===== config.mk =====
export PLATFORM = sky130hd
export DESIGN_NAME = a429_tx_serializer
export DESIGN_NICKNAME = d
export VERILOG_FILES = /design/src/rtl/a429_tx_pkg.sv /design/src/rtl/a429_tx_phase_timer.sv /design/src/rtl/a429_tx_word_fmt.sv /design/src/rtl/a429_tx_seq.sv /design/src/rtl/a429_tx_serializer.sv
export SDC_FILE = /design/constraint.sdc
export NUM_CORES = 1
export LEC_CHECK = 0
export ABC_AREA = 1
export BUFFER_PORTS_ARGS = -buffer_cell sky130_fd_sc_hd__buf_2
export CORE_MARGIN = 3
export CORE_UTILIZATION = 30
export CTS_BUF_LIST = sky130_fd_sc_hd__clkbuf_8
export DETAILED_ROUTE_END_ITERATION = 8
export PLACE_DENSITY_LB_ADDON = 0.12
export SYNTH_ARGS = -nofsm -noshare
export SYNTH_HDL_FRONTEND = slang
export SYNTH_SLANG_ARGS = --single-unit

===== constraint.sdc =====
create_clock -name clk -period 4.5 [get_ports clk]
set_input_delay 0.45 -clock clk [delete_from_list [all_inputs] [get_ports clk]]
set_output_delay 0.45 -clock clk [all_outputs]
set_load 0.05 [all_outputs]

===== src/rtl/a429_tx_pkg.sv =====
package a429_tx_pkg;
  typedef enum logic [1:0] {
    ST_IDLE = 2'd0,
    ST_DATA = 2'd1,
    ST_NULL = 2'd2,
    ST_GAP  = 2'd3
  } tx_state_e;
endpackage


===== src/rtl/a429_tx_phase_timer.sv =====
// Counts enable pulses inside one phase; flags the last pulse of the phase.
module a429_tx_phase_timer #(
  parameter int HS_HALF  = 5,
  parameter int LS_HALF  = 40,
  parameter int GAP_BITS = 4
) (
  input  logic clk,
  input  logic rst,
  input  logic tick,
  input  logic low_speed,
  input  logic gap_sel,
  input  logic restart,
  output logic phase_end
);
  localparam int HS_GAP = HS_HALF * 2 * GAP_BITS;
  localparam int LS_GAP = LS_HALF * 2 * GAP_BITS;
  localparam int MAXV   = (LS_GAP > HS_GAP) ? LS_GAP : HS_GAP;
  localparam int CW     = $clog2(MAXV + 1);

  logic [CW-1:0] cnt;
  logic [CW-1:0] last;

  always_comb begin
    if (gap_sel) last = low_speed ? CW'(LS_GAP - 1) : CW'(HS_GAP - 1);
    else         last = low_speed ? CW'(LS_HALF - 1) : CW'(HS_HALF - 1);
  end

  assign phase_end = tick && (cnt == last);

  always_ff @(posedge clk) begin
    if (rst || restart) cnt <= '0;
    else if (tick)      cnt <= cnt + 1'b1;
  end
endmodule


===== src/rtl/a429_tx_word_fmt.sv =====
// Optionally replaces the last bit of the word by a parity bit.
module a429_tx_word_fmt #(
  parameter int W = 32
) (
  input  logic [W-1:0] raw,
  input  logic         par_en,
  input  logic         par_even,
  output logic [W-1:0] fmt
);
  logic low_ones_odd;
  assign low_ones_odd = ^raw[W-2:0];

  always_comb begin
    if (par_en) fmt = {(par_even ? low_ones_odd : ~low_ones_odd), raw[W-2:0]};
    else        fmt = raw;
  end
endmodule


===== src/rtl/a429_tx_seq.sv =====
// Word sequencer: launch, data/null phases per bit, inter-word gap.
module a429_tx_seq
  import a429_tx_pkg::*;
#(
  parameter int W = 32
) (
  input  logic         clk,
  input  logic         rst,
  input  logic         fifo_empty,
  input  logic         auto_start,
  input  logic         start_pulse,
  input  logic [W-1:0] word_in,
  input  logic         phase_end,
  output logic         fifo_pop,
  output logic         restart,
  output logic         in_gap,
  output tx_state_e    state,
  output logic         cur_bit
);
  localparam int BW = $clog2(W);

  tx_state_e      nxt;
  logic [W-1:0]   sh;
  logic [BW-1:0]  bidx;
  logic           run_q;
  logic           go;
  logic           load;

  assign go = !rst && !fifo_empty && (auto_start || run_q || start_pulse);

  always_comb begin
    nxt  = state;
    load = 1'b0;
    case (state)
      ST_IDLE: if (go) begin nxt = ST_DATA; load = 1'b1; end
      ST_DATA: if (phase_end) nxt = ST_NULL;
      ST_NULL: if (phase_end) nxt = (bidx == BW'(W - 1)) ? ST_GAP : ST_DATA;
      ST_GAP:  if (phase_end) begin
                 if (go) begin nxt = ST_DATA; load = 1'b1; end
                 else nxt = ST_IDLE;
               end
      default: nxt = ST_IDLE;
    endcase
  end

  assign fifo_pop = load;
  assign restart  = (nxt != state);
  assign in_gap   = (state == ST_GAP);
  assign cur_bit  = sh[0];

  always_ff @(posedge clk) begin
    if (rst) begin
      state <= ST_IDLE;
      sh    <= '0;
      bidx  <= '0;
      run_q <= 1'b0;
    end else begin
      state <= nxt;
      if (load) begin
        sh   <= word_in;
        bidx <= '0;
      end else if (state == ST_NULL && nxt == ST_DATA) begin
        sh   <= {1'b0, sh[W-1:1]};
        bidx <= bidx + 1'b1;
      end
      if (start_pulse)                           run_q <= 1'b1;
      else if (state == ST_IDLE && fifo_empty)   run_q <= 1'b0;
    end
  end
endmodule


===== src/rtl/a429_tx_serializer.sv =====
module a429_tx_serializer
  import a429_tx_pkg::*;
#(
  parameter int WORD_BITS = 32,
  parameter int HS_HALF   = 5,
  parameter int LS_HALF   = 40,
  parameter int GAP_BITS  = 4
) (
  input  logic                 clk,
  input  logic                 rst,
  input  logic                 tick_1m,
  input  logic                 cfg_low_speed,
  input  logic                 cfg_par_en,
  input  logic                 cfg_par_even,
  input  logic                 cfg_auto_start,
  input  logic                 cfg_drv_off,
  input  logic                 start_pulse,
  input  logic                 fifo_empty,
  input  logic [WORD_BITS-1:0] fifo_data,
  output logic                 fifo_pop,
  output logic                 tx_hi,
  output logic                 tx_lo,
  output logic                 loop_hi,
  output logic                 loop_lo,
  output logic                 drained
);
  logic [WORD_BITS-1:0] fmt_word;
  logic                 phase_end;
  logic                 restart;
  logic                 in_gap;
  logic                 cur_bit;
  tx_state_e            state;
  logic                 hi_n;
  logic                 lo_n;

  a429_tx_word_fmt #(.W(WORD_BITS)) u_fmt (
    .raw      (fifo_data),
    .par_en   (cfg_par_en),
    .par_even (cfg_par_even),
    .fmt      (fmt_word)
  );

  a429_tx_phase_timer #(
    .HS_HALF  (HS_HALF),
    .LS_HALF  (LS_HALF),
    .GAP_BITS (GAP_BITS)
  ) u_timer (
    .clk       (clk),
    .rst       (rst),
    .tick      (tick_1m),
    .low_speed (cfg_low_speed),
    .gap_sel   (in_gap),
    .restart   (restart),
    .phase_end (phase_end)
  );

  a429_tx_seq #(.W(WORD_BITS)) u_seq (
    .clk         (clk),
    .rst         (rst),
    .fifo_empty  (fifo_empty),
    .auto_start  (cfg_auto_start),
    .start_pulse (start_pulse),
    .word_in     (fmt_word),
    .phase_end   (phase_end),
    .fifo_pop    (fifo_pop),
    .restart     (restart),
    .in_gap      (in_gap),
    .state       (state),
    .cur_bit     (cur_bit)
  );

  assign hi_n = (state == ST_DATA) &&  cur_bit;
  assign lo_n = (state == ST_DATA) && !cur_bit;

  always_ff @(posedge clk) begin
    if (rst) begin
      tx_hi   <= 1'b0;
      tx_lo   <= 1'b0;
      loop_hi <= 1'b0;
      loop_lo <= 1'b0;
      drained <= 1'b0;
    end else begin
      loop_hi <= hi_n;
      loop_lo <= lo_n;
      tx_hi   <= hi_n && !cfg_drv_off;
      tx_lo   <= lo_n && !cfg_drv_off;
      drained <= (state == ST_IDLE) && fifo_empty;
    end
  end
endmodule


==> summary.txt, run 1 <==
status: complete, no violations
Hold Crit Depth: 2
mux cell area share after synthesis: 0.002818
Final ANT Viol Nets: 0
initial antenna violation count: 0
WL/cell: 11.38 µm
die height: 114.8 µm
Worst EP required: 4.05 ns
peak supply drop: 0.1503 mV
standard-cell rows: 39
Worst-path clk slew: 0.10 ns
number of global-route vias before repair: 2,988
Ys Warns: 0
P_leak: 1.654 nW
largest net degree at the start of global routing: 48
top-count cell post-synth: nand2_1
IO Port Bufs: 47
Final Skew: 0.01294 ns
gr ovfl total: 0
CP startpoint kind: register
routed via count: 3,069
number of flops mapped to enable cells by yosys: 0
CTS Root Buffer Type: clkbuf_8
dominant synthesized flop cell: dfxtp_1
layout filler cell count: 1,248
Mapped Cells: 493
gr usage total: 0.1239
CP arrival: 2.35 ns
share of the synthesized area in the top cell type: 0.3043
synthesized area: 3552 µm²
Final Hold Viols: 0
CTS tree: yes
Slew @ Worst Pin: 0.6215 ns
Post-CTS Setup Bufs: 0
initial core utilization: 0.3085
final setup violation count: 0
setup repair after global routing missed its margin: no
xor-xnor portion of the synthesized cell area: 0.08137
fin crit period: 2.802 ns
CTS Sinks: 54
Pins Over Slew Limit: 0
slack of the worst reg-to-reg path: 1.96 ns
area of the multi-input gates: 2160 µm²
vias per cell: 4.560
core area: 11,520 µm²
Synthesized Nets: 543
Clk Latency, worst-skew pair: 0.31 ns
IO Count: 48
Nets: 579
fin util: 0.3418
first-pass GRT wire length: 13.56 mm
register area: 1081 µm²
final wirelength: 7.657 mm
kind of critical path: register to output pin
sequential area share after synthesis: 0.3043
Synth area leaders: dfxtp_1 30%, nand2_1 20%, nand3_2 7.6%
chip width: 114.8 µm
Max H-tree Level: 2
Syn Area/Cell: 7.205 µm²
CTS Hold Bufs: 0
Post-Route Setup TNS: 0 ns
fraction of registers with async set or reset after synthesis: 0
worst hold path class: input pin to register
pwr/cell area: 272.2 nW/µm²
max-cap viol count: 0
Rel. slew slack: 0.5856
Residual DRC: 0
fmax: 356.9 MHz
area grow syn2layout: 10.81%
routability cong.: 0.8075
Tcrit/Tclk final: 0.6226
main combinational cell family by area after synthesis: simple AND/OR/NAND/NOR gates
Die ar.: 13,180 µm²
adder-cell share of the synthesized area: 0.02818
layout cells sized above 1: 0.2434
total CTS buffers: 5
Critical Path Sink Type: output pin
drt pass-1 iters: 4
Yosys top cell by area: dfxtp_1
crit-path max FO: 28
clk buf depth: 2
diode count: 0
synth cell count leaders: 188 x nand2_1, 54 x dfxtp_1, 33 x inv_1
Simple-Gate Fraction of Synth Area: 0.3970
post-synthesis compound-gate area fraction: 0.09863
HPWL after detailed placement: 5.414 mm
Cell variety after synth: 35
flops & latches, synth: 54
DR iter-0 viols: 104
# resized after CTS: 0
path depth of the worst reg2reg path: 15
[registers in the layout, summed over array words and instances (netlist names)]
name,flops
drained,1
loop_hi,1
loop_lo,1
tx_hi,1
tx_lo,1
u_seq.bidx,5
u_seq.run_q,1
u_seq.sh,32
u_seq.state,2
u_timer.cnt,9
[metal layers]
layer | GRT usage | vias up | wire, µm
li1 | - | 1634 | -
met1 | 0.1660 | 1381 | 3824
met2 | 0.2088 | 46 | 3443
met3 | 0.02368 | 8 | 323
met4 | 0.02582 | 0 | 65
met5 | 0 | - | 0
[final cells by class]
| type | count | area share |
|---|---|---|
| Clock buffer | 5 | 0.01748 |
| Inverter | 37 | 0.03592 |
| Sequential cell | 54 | 0.2746 |
| Clock inverter | 3 | 0.01049 |
| Tap cell | 143 | 0.04545 |
| Timing Repair Buffer | 51 | 0.06739 |
| Multi-Input combinational cell | 380 | 0.5486 |
[worst max-delay path, cell delays in order, from the launching register on]
cell,delay [ns]
dfxtp_1,0.40
ha_1,0.23
nand2_1,0.10
nor2_1,0.09
nand2_1,0.05
nand2_1,0.13
nand3_2,0.11
o21bai_1,0.18
nand2_2,0.09
clkinv_2,0.31
buf_2,0.34
[power by group]
group / switching (W) / total, W / internal, W / leakage [nW]
Combinational: 0.000165 / 0.000246 / 0.0000810 / 1.16
Sequential: 0.00000829 / 0.000497 / 0.000488 / 0.436
Clock: 0.000165 / 0.000329 / 0.000164 / 0.0556
Total: 0.000338 / 0.00107 / 0.000734 / 1.65
[layout by cell type (no fill, tap or decap), drive strengths merged]
cell      Yosys  layout
a21oi        40      40
a31oi         2       2
buf          15      51
bufinv        0       1
clkbuf        7       5
clkinv        2       2
clkinvlp      0       1
dfxtp        54      54
ha            8       8
inv          35      36
mux2i         1       1
nand2       197     197
nand3        51      51
nand3b        2       2
nand4        10      10
nor2         25      25
nor3          2       2
nor4          2       2
o21ai         5       5
o21bai        1       1
or2           1       1
xnor2        15      15
xor2         18      18
[through the flow]
stage	hold WS, ns	instances	instance area [µm²]	setup slack [ns]	power (W)
final	0.3037	673	3936	1.698	0.001072
after global routing	0.3171	673	3936	1.421	0.001145
after CTS	0.2928	673	3936	1.642	0.001092
after detailed placement	0.4537	665	3826	1.969	0.0007569
after global placement	0.4494	665	3826	2.039	0.0007542
after floorplan	0.4391	493	3552	2.452	0.0006932
[cell families (layout without fill, tap and decap cells)]
group           Yosys count  count (layout)
simple gates            290             290
buf+inv                  59              96
flops                    54              54
compound gates           48              48
xor+xnor                 33              33
fa+ha+maj                 8               8
mux                       1               1
[worst paths after layout]
path	from	endpoint
max	u_seq.state[0]	fifo_pop
min	cfg_drv_off	tx_lo
max reg2reg	u_seq.state[0]	u_seq.sh[25]
min reg2reg	u_seq.bidx[3]	u_seq.bidx[3]
Note: power is estimated with default switching activity, not from simulation.
==> run 2, diff against run 1 <==
Clock period 4.5 ns to 2.9 ns, I/O delays scaled along.
==> summary.txt, run 2 (same netlist as run 1, synthesis figures left out) <==
status: complete, no violations
worst hold path class: input pin to register
largest net degree at the start of global routing: 71
Rel. slew slack: 0.5909
WL/cell: 11.55 µm
layout filler cell count: 1,273
Routed met3 length: 251 µm
standard-cell rows: 39
clk buf depth: 2
fmax: 389.5 MHz
first-pass GRT wire length: 12.89 mm
Nets: 578
pwr/cell area: 396.1 nW/µm²
Largest regs: u_seq.sh (32), u_timer.cnt (9), u_seq.bidx (5)
gr usage total: 0.1177
WL met2: 3.428 mm
slack of the worst reg-to-reg path: 0.42 ns
Metal-1 WL: 4.004 mm
routed via count: 3,053
most frequent cells in the layout: 188 x nand2_1, 54 x dfxtp_1, 47 x buf_2
drt pass-1 iters: 4
initial antenna violation count: 0
routability cong.: 0.7925
fin crit period: 2.567 ns
IO Count: 48
Hold Crit Depth: 2
Final Hold Viols: 0
CTS Sinks: 54
final setup violation count: 0
crit-path max FO: 28
CTS Hold Bufs: 0
total CTS buffers: 5
reg-to-reg endpoint: u_seq.sh[20]
CTS Root Buffer Type: clkbuf_8
Tot Pwr: 0.001549 W
Clk Latency, worst-skew pair: 0.30 ns
max reg flops: 32
initial core utilization: 0.3085
CP arrival: 2.28 ns
DR iter-0 viols: 96
vias per cell: 4.550
Die ar.: 13,180 µm²
chip width: 114.8 µm
Worst-path clk slew: 0.09 ns
number of global-route vias before repair: 2,862
CP startpoint kind: register
Critical Path Sink Type: output pin
Tcrit/Tclk final: 0.8852
max-cap viol count: 0
layout cells sized above 1: 0.2386
Final ANT Viol Nets: 0
hold endpoint: tx_lo
Post-Route Setup TNS: 0 ns
P_leak: 1.649 nW
Biggest register: u_seq.sh
path depth of the worst reg2reg path: 13
Slew @ Worst Pin: 0.6137 ns
IO Port Bufs: 47
HPWL after detailed placement: 5.447 mm
reg2reg start: u_seq.bidx[0]
Highest Signal Layer: met4
area grow syn2layout: 10.11%
Final Skew: 0.007520 ns
Max H-tree Level: 2
kind of critical path: register to output pin
Worst EP required: 2.61 ns
core area: 11,520 µm²
diode count: 0
Pins Over Slew Limit: 0
CTS tree: yes
Residual DRC: 0
die height: 114.8 µm
setup repair after global routing missed its margin: no
peak supply drop: 0.2007 mV
gr ovfl total: 0
final wirelength: 7.747 mm
Worst Hold Launch: cfg_drv_off
commonest non-fill, non-tap cell in the layout: nand2_1
## run 2: area by class of cell
type	count	area [µm²]	share of cell area
multi-input cells	380	2160	0.5521
clock buffers	5	68.82	0.01759
inverters	37	141.4	0.03615
clock inverters	2	7.507	0.001919
well taps	143	178.9	0.04575
flip-flops and latches	54	1081	0.2764
repair buffers	50	274.0	0.07006
## run 2: routing by layer
layer  GRT usage  up-vias
met5           0        -
met4     0.02347        0
met3     0.02421        4
met2      0.1932       38
met1      0.1611     1380
li1            -     1631
## run 2: worst max-delay path, stage by stage (launching register included)
cell      delay (ns)
dfxtp_1         0.40
ha_1            0.22
nand2_1         0.08
nor2_1          0.09
nand2_1         0.05
nand2_1         0.13
nand3_2         0.11
o21bai_1        0.16
nand2_2         0.09
clkinv_2        0.31
buf_2           0.34
## run 2: worst max-delay path by stage
stage	start	endpoint	depth (start not counted)
finish	u_seq.state[1]	fifo_pop	10
global route	u_seq.state[0]	fifo_pop	10
CTS	u_seq.state[1]	u_seq.sh[21]	13
detailed placement	u_seq.state[1]	u_seq.sh[5]	13
global placement	u_seq.state[1]	u_seq.sh[14]	13
floorplan	u_seq.state[1]	u_seq.sh[14]	14
## run 2: stage by stage
stage	hold slack, ns	utilization	cell area [µm²]	setup WS [ns]	instances
2_1_floorplan	0.3617	-	3552	0.9558	493
5_1_grt	0.1514	0.3396	3911	0.04877	671
3_3_place_gp	0.4499	0.3327	3831	0.2776	664
6_report	0.1583	0.3396	3911	0.3328	671
4_1_cts	0.1423	0.3393	3908	0.2173	671
3_5_place_dp	0.4589	0.3327	3831	0.2331	664
## run 2: where the power goes
group          switching [W]  total (W)  internal [W]  leakage [nW]
Sequential         0.0000127   0.000771      0.000758         0.436
Combinational       0.000254   0.000379      0.000125          1.17
Clock               0.000240   0.000400      0.000160        0.0466
Total               0.000506    0.00155       0.00104          1.65
## run 2: repair_timing
| action | in CTS | in global routing |
|---|---|---|
| endpoints found under the setup margin | 0 | 26 |
| resized for setup | 0 | 1 |
| buffers inserted | 0 | 0 |
==> run 3, diff against run 2 <==
Clock period 2.9 ns to 2.4 ns, I/O delays scaled along.
==> summary.txt, run 3 (same netlist as run 1, synthesis figures left out) <==
Largest regs: u_seq.sh (32), u_timer.cnt (9), u_seq.bidx (5)
Final Hold Viols: 0
gr ovfl total: 0
P_leak: 1.684 nW
largest net degree at the start of global routing: 53
Clock power frac: 0.304
commonest non-fill, non-tap cell in the layout: nand2_1
critical path's largest stage delay: 0.37 ns
max-cap viol count: 0
Clk Latency, worst-skew pair: 0.32 ns
CP startpoint kind: register
standard-cell rows: 39
Rel. slew slack: 0.5815
Die ar.: 13,180 µm²
chip width: 114.8 µm
Nets: 582
fin util: 0.3472
Tot Pwr: 0.002015 W
clk buf depth: 2
CP max stage cell: dfxtp_2
CP bufs+invs: 2
Critical Path Sink Type: output pin
WL/cell: 11.29 µm
area grow syn2layout: 12.57%
fin crit period: 2.184 ns
Gate power share: 0.234
Cell Chain, Critical Path: ha_2, nand2_1, nor2_1, nand2_1, nand2_1, nand3_2, o21bai_1, nand2_2, clkinv_4, buf_6
Tcrit/Tclk final: 0.9098
Biggest register: u_seq.sh
IO Port Bufs: 47
drt pass-1 iters: 4
DR iter-0 viols: 123
CTS Root Buffer Type: clkbuf_8
cell mode on critical path: nand2_1
initial core utilization: 0.3085
reg2reg start: u_seq.bidx[0]
first-pass GRT wire length: 13.06 mm
crit-path max FO: 12
Top delay family on crit path: simple AND/OR/NAND/NOR gates
most frequent cells in the layout: 188 x nand2_1, 52 x dfxtp_1, 46 x buf_2
vias per cell: 4.510
routed via count: 3,049
Worst Hold Launch: cfg_drv_off
Switch Pwr: 0.0006323 W
IO Count: 48
gr usage total: 0.1204
layout cells sized above 1: 0.2514
routability cong.: 0.7721
Post-Route Setup TNS: 0 ns
worst hold path class: input pin to register
kind of critical path: register to output pin
Final ANT Viol Nets: 0
Seq pwr share: 0.462
Max H-tree Level: 2
peak supply drop: 0.1848 mV
final setup violation count: 0
Cell Int Power: 0.001383 W
CP arrival: 1.94 ns
CTS Sinks: 54
final wirelength: 7.632 mm
Residual DRC: 0
CP Launch Point: u_seq.state[1]
sw frac: 0.3138
max reg flops: 32
Worst-path clk slew: 0.09 ns
diode count: 0
setup repair after global routing missed its margin: no
Worst EP required: 2.16 ns
core area: 11,520 µm²
die height: 114.8 µm
Pins Over Slew Limit: 0
HPWL after detailed placement: 5.425 mm
CTS tree: yes
pwr/cell area: 504.0 nW/µm²
Final Skew: 0.01351 ns
Slew @ Worst Pin: 0.6277 ns
total CTS buffers: 5
initial antenna violation count: 0
status: complete, no violations
CTS Hold Bufs: 0
number of global-route vias before repair: 2,896
fmax: 458.0 MHz
==> run 3: final timing paths <==
path,end,slack [ns],cells past startpoint
setup / recovery,fifo_pop,0.22,10
hold / removal,tx_lo,0.1,2
setup reg to reg,u_seq.sh[17],0.23,13
hold reg to reg,u_seq.run_q,0.47,2
==> run 3: power by group through the flow <==
stage | Clock [W] | Sequential (W) | Combinational [W]
2_1_floorplan | 0 | 0.000962 | 0.000338
3_3_place_gp | 0 | 0.000952 | 0.000463
3_5_place_dp | 0 | 0.000952 | 0.000468
4_1_cts | 0.000653 | 0.000931 | 0.000471
5_1_grt | 0.000675 | 0.000935 | 0.000537
6_report | 0.000612 | 0.000931 | 0.000472
==> run 3: layout make-up <==
type	instances	area (µm²)
Fill cell	1269	7517
Multi-Input combinational cell	380	2171
Sequential cell	54	1084
Timing Repair Buffer	54	314.1
Tap cell	143	178.9
Inverter	37	145.1
Clock buffer	5	68.82
Clock inverter	3	37.54
==> run 3: timing repair <==
action / CTS / global route
resized for setup: 1 / 11
endpoints found under the setup margin: 1 / 33
setup buffers: 0 / 1
pin swaps: 0 / 1
==> run 3: layer usage <==
metal	track usage	vias to the layer above	routed length, µm
li1	-	1641	-
met2	0.1967	36	3317
met4	0.03208	0	87
met1	0.1622	1365	3957
met5	0	-	0
met3	0.02474	7	271
==> run 3: per-stage QoR <==
stage               hold slack (ns)  setup slack (ns)  area [µm²]  instances
floorplan                    0.3117            0.4558        3552        493
global placement             0.4323            0.1468        3854        667
detailed placement           0.4251            0.1432        3854        667
CTS                         0.07389          0.003012        3963        675
global route                 0.1007           0.02175        3999        676
finish                      0.09769            0.2164        3999        676
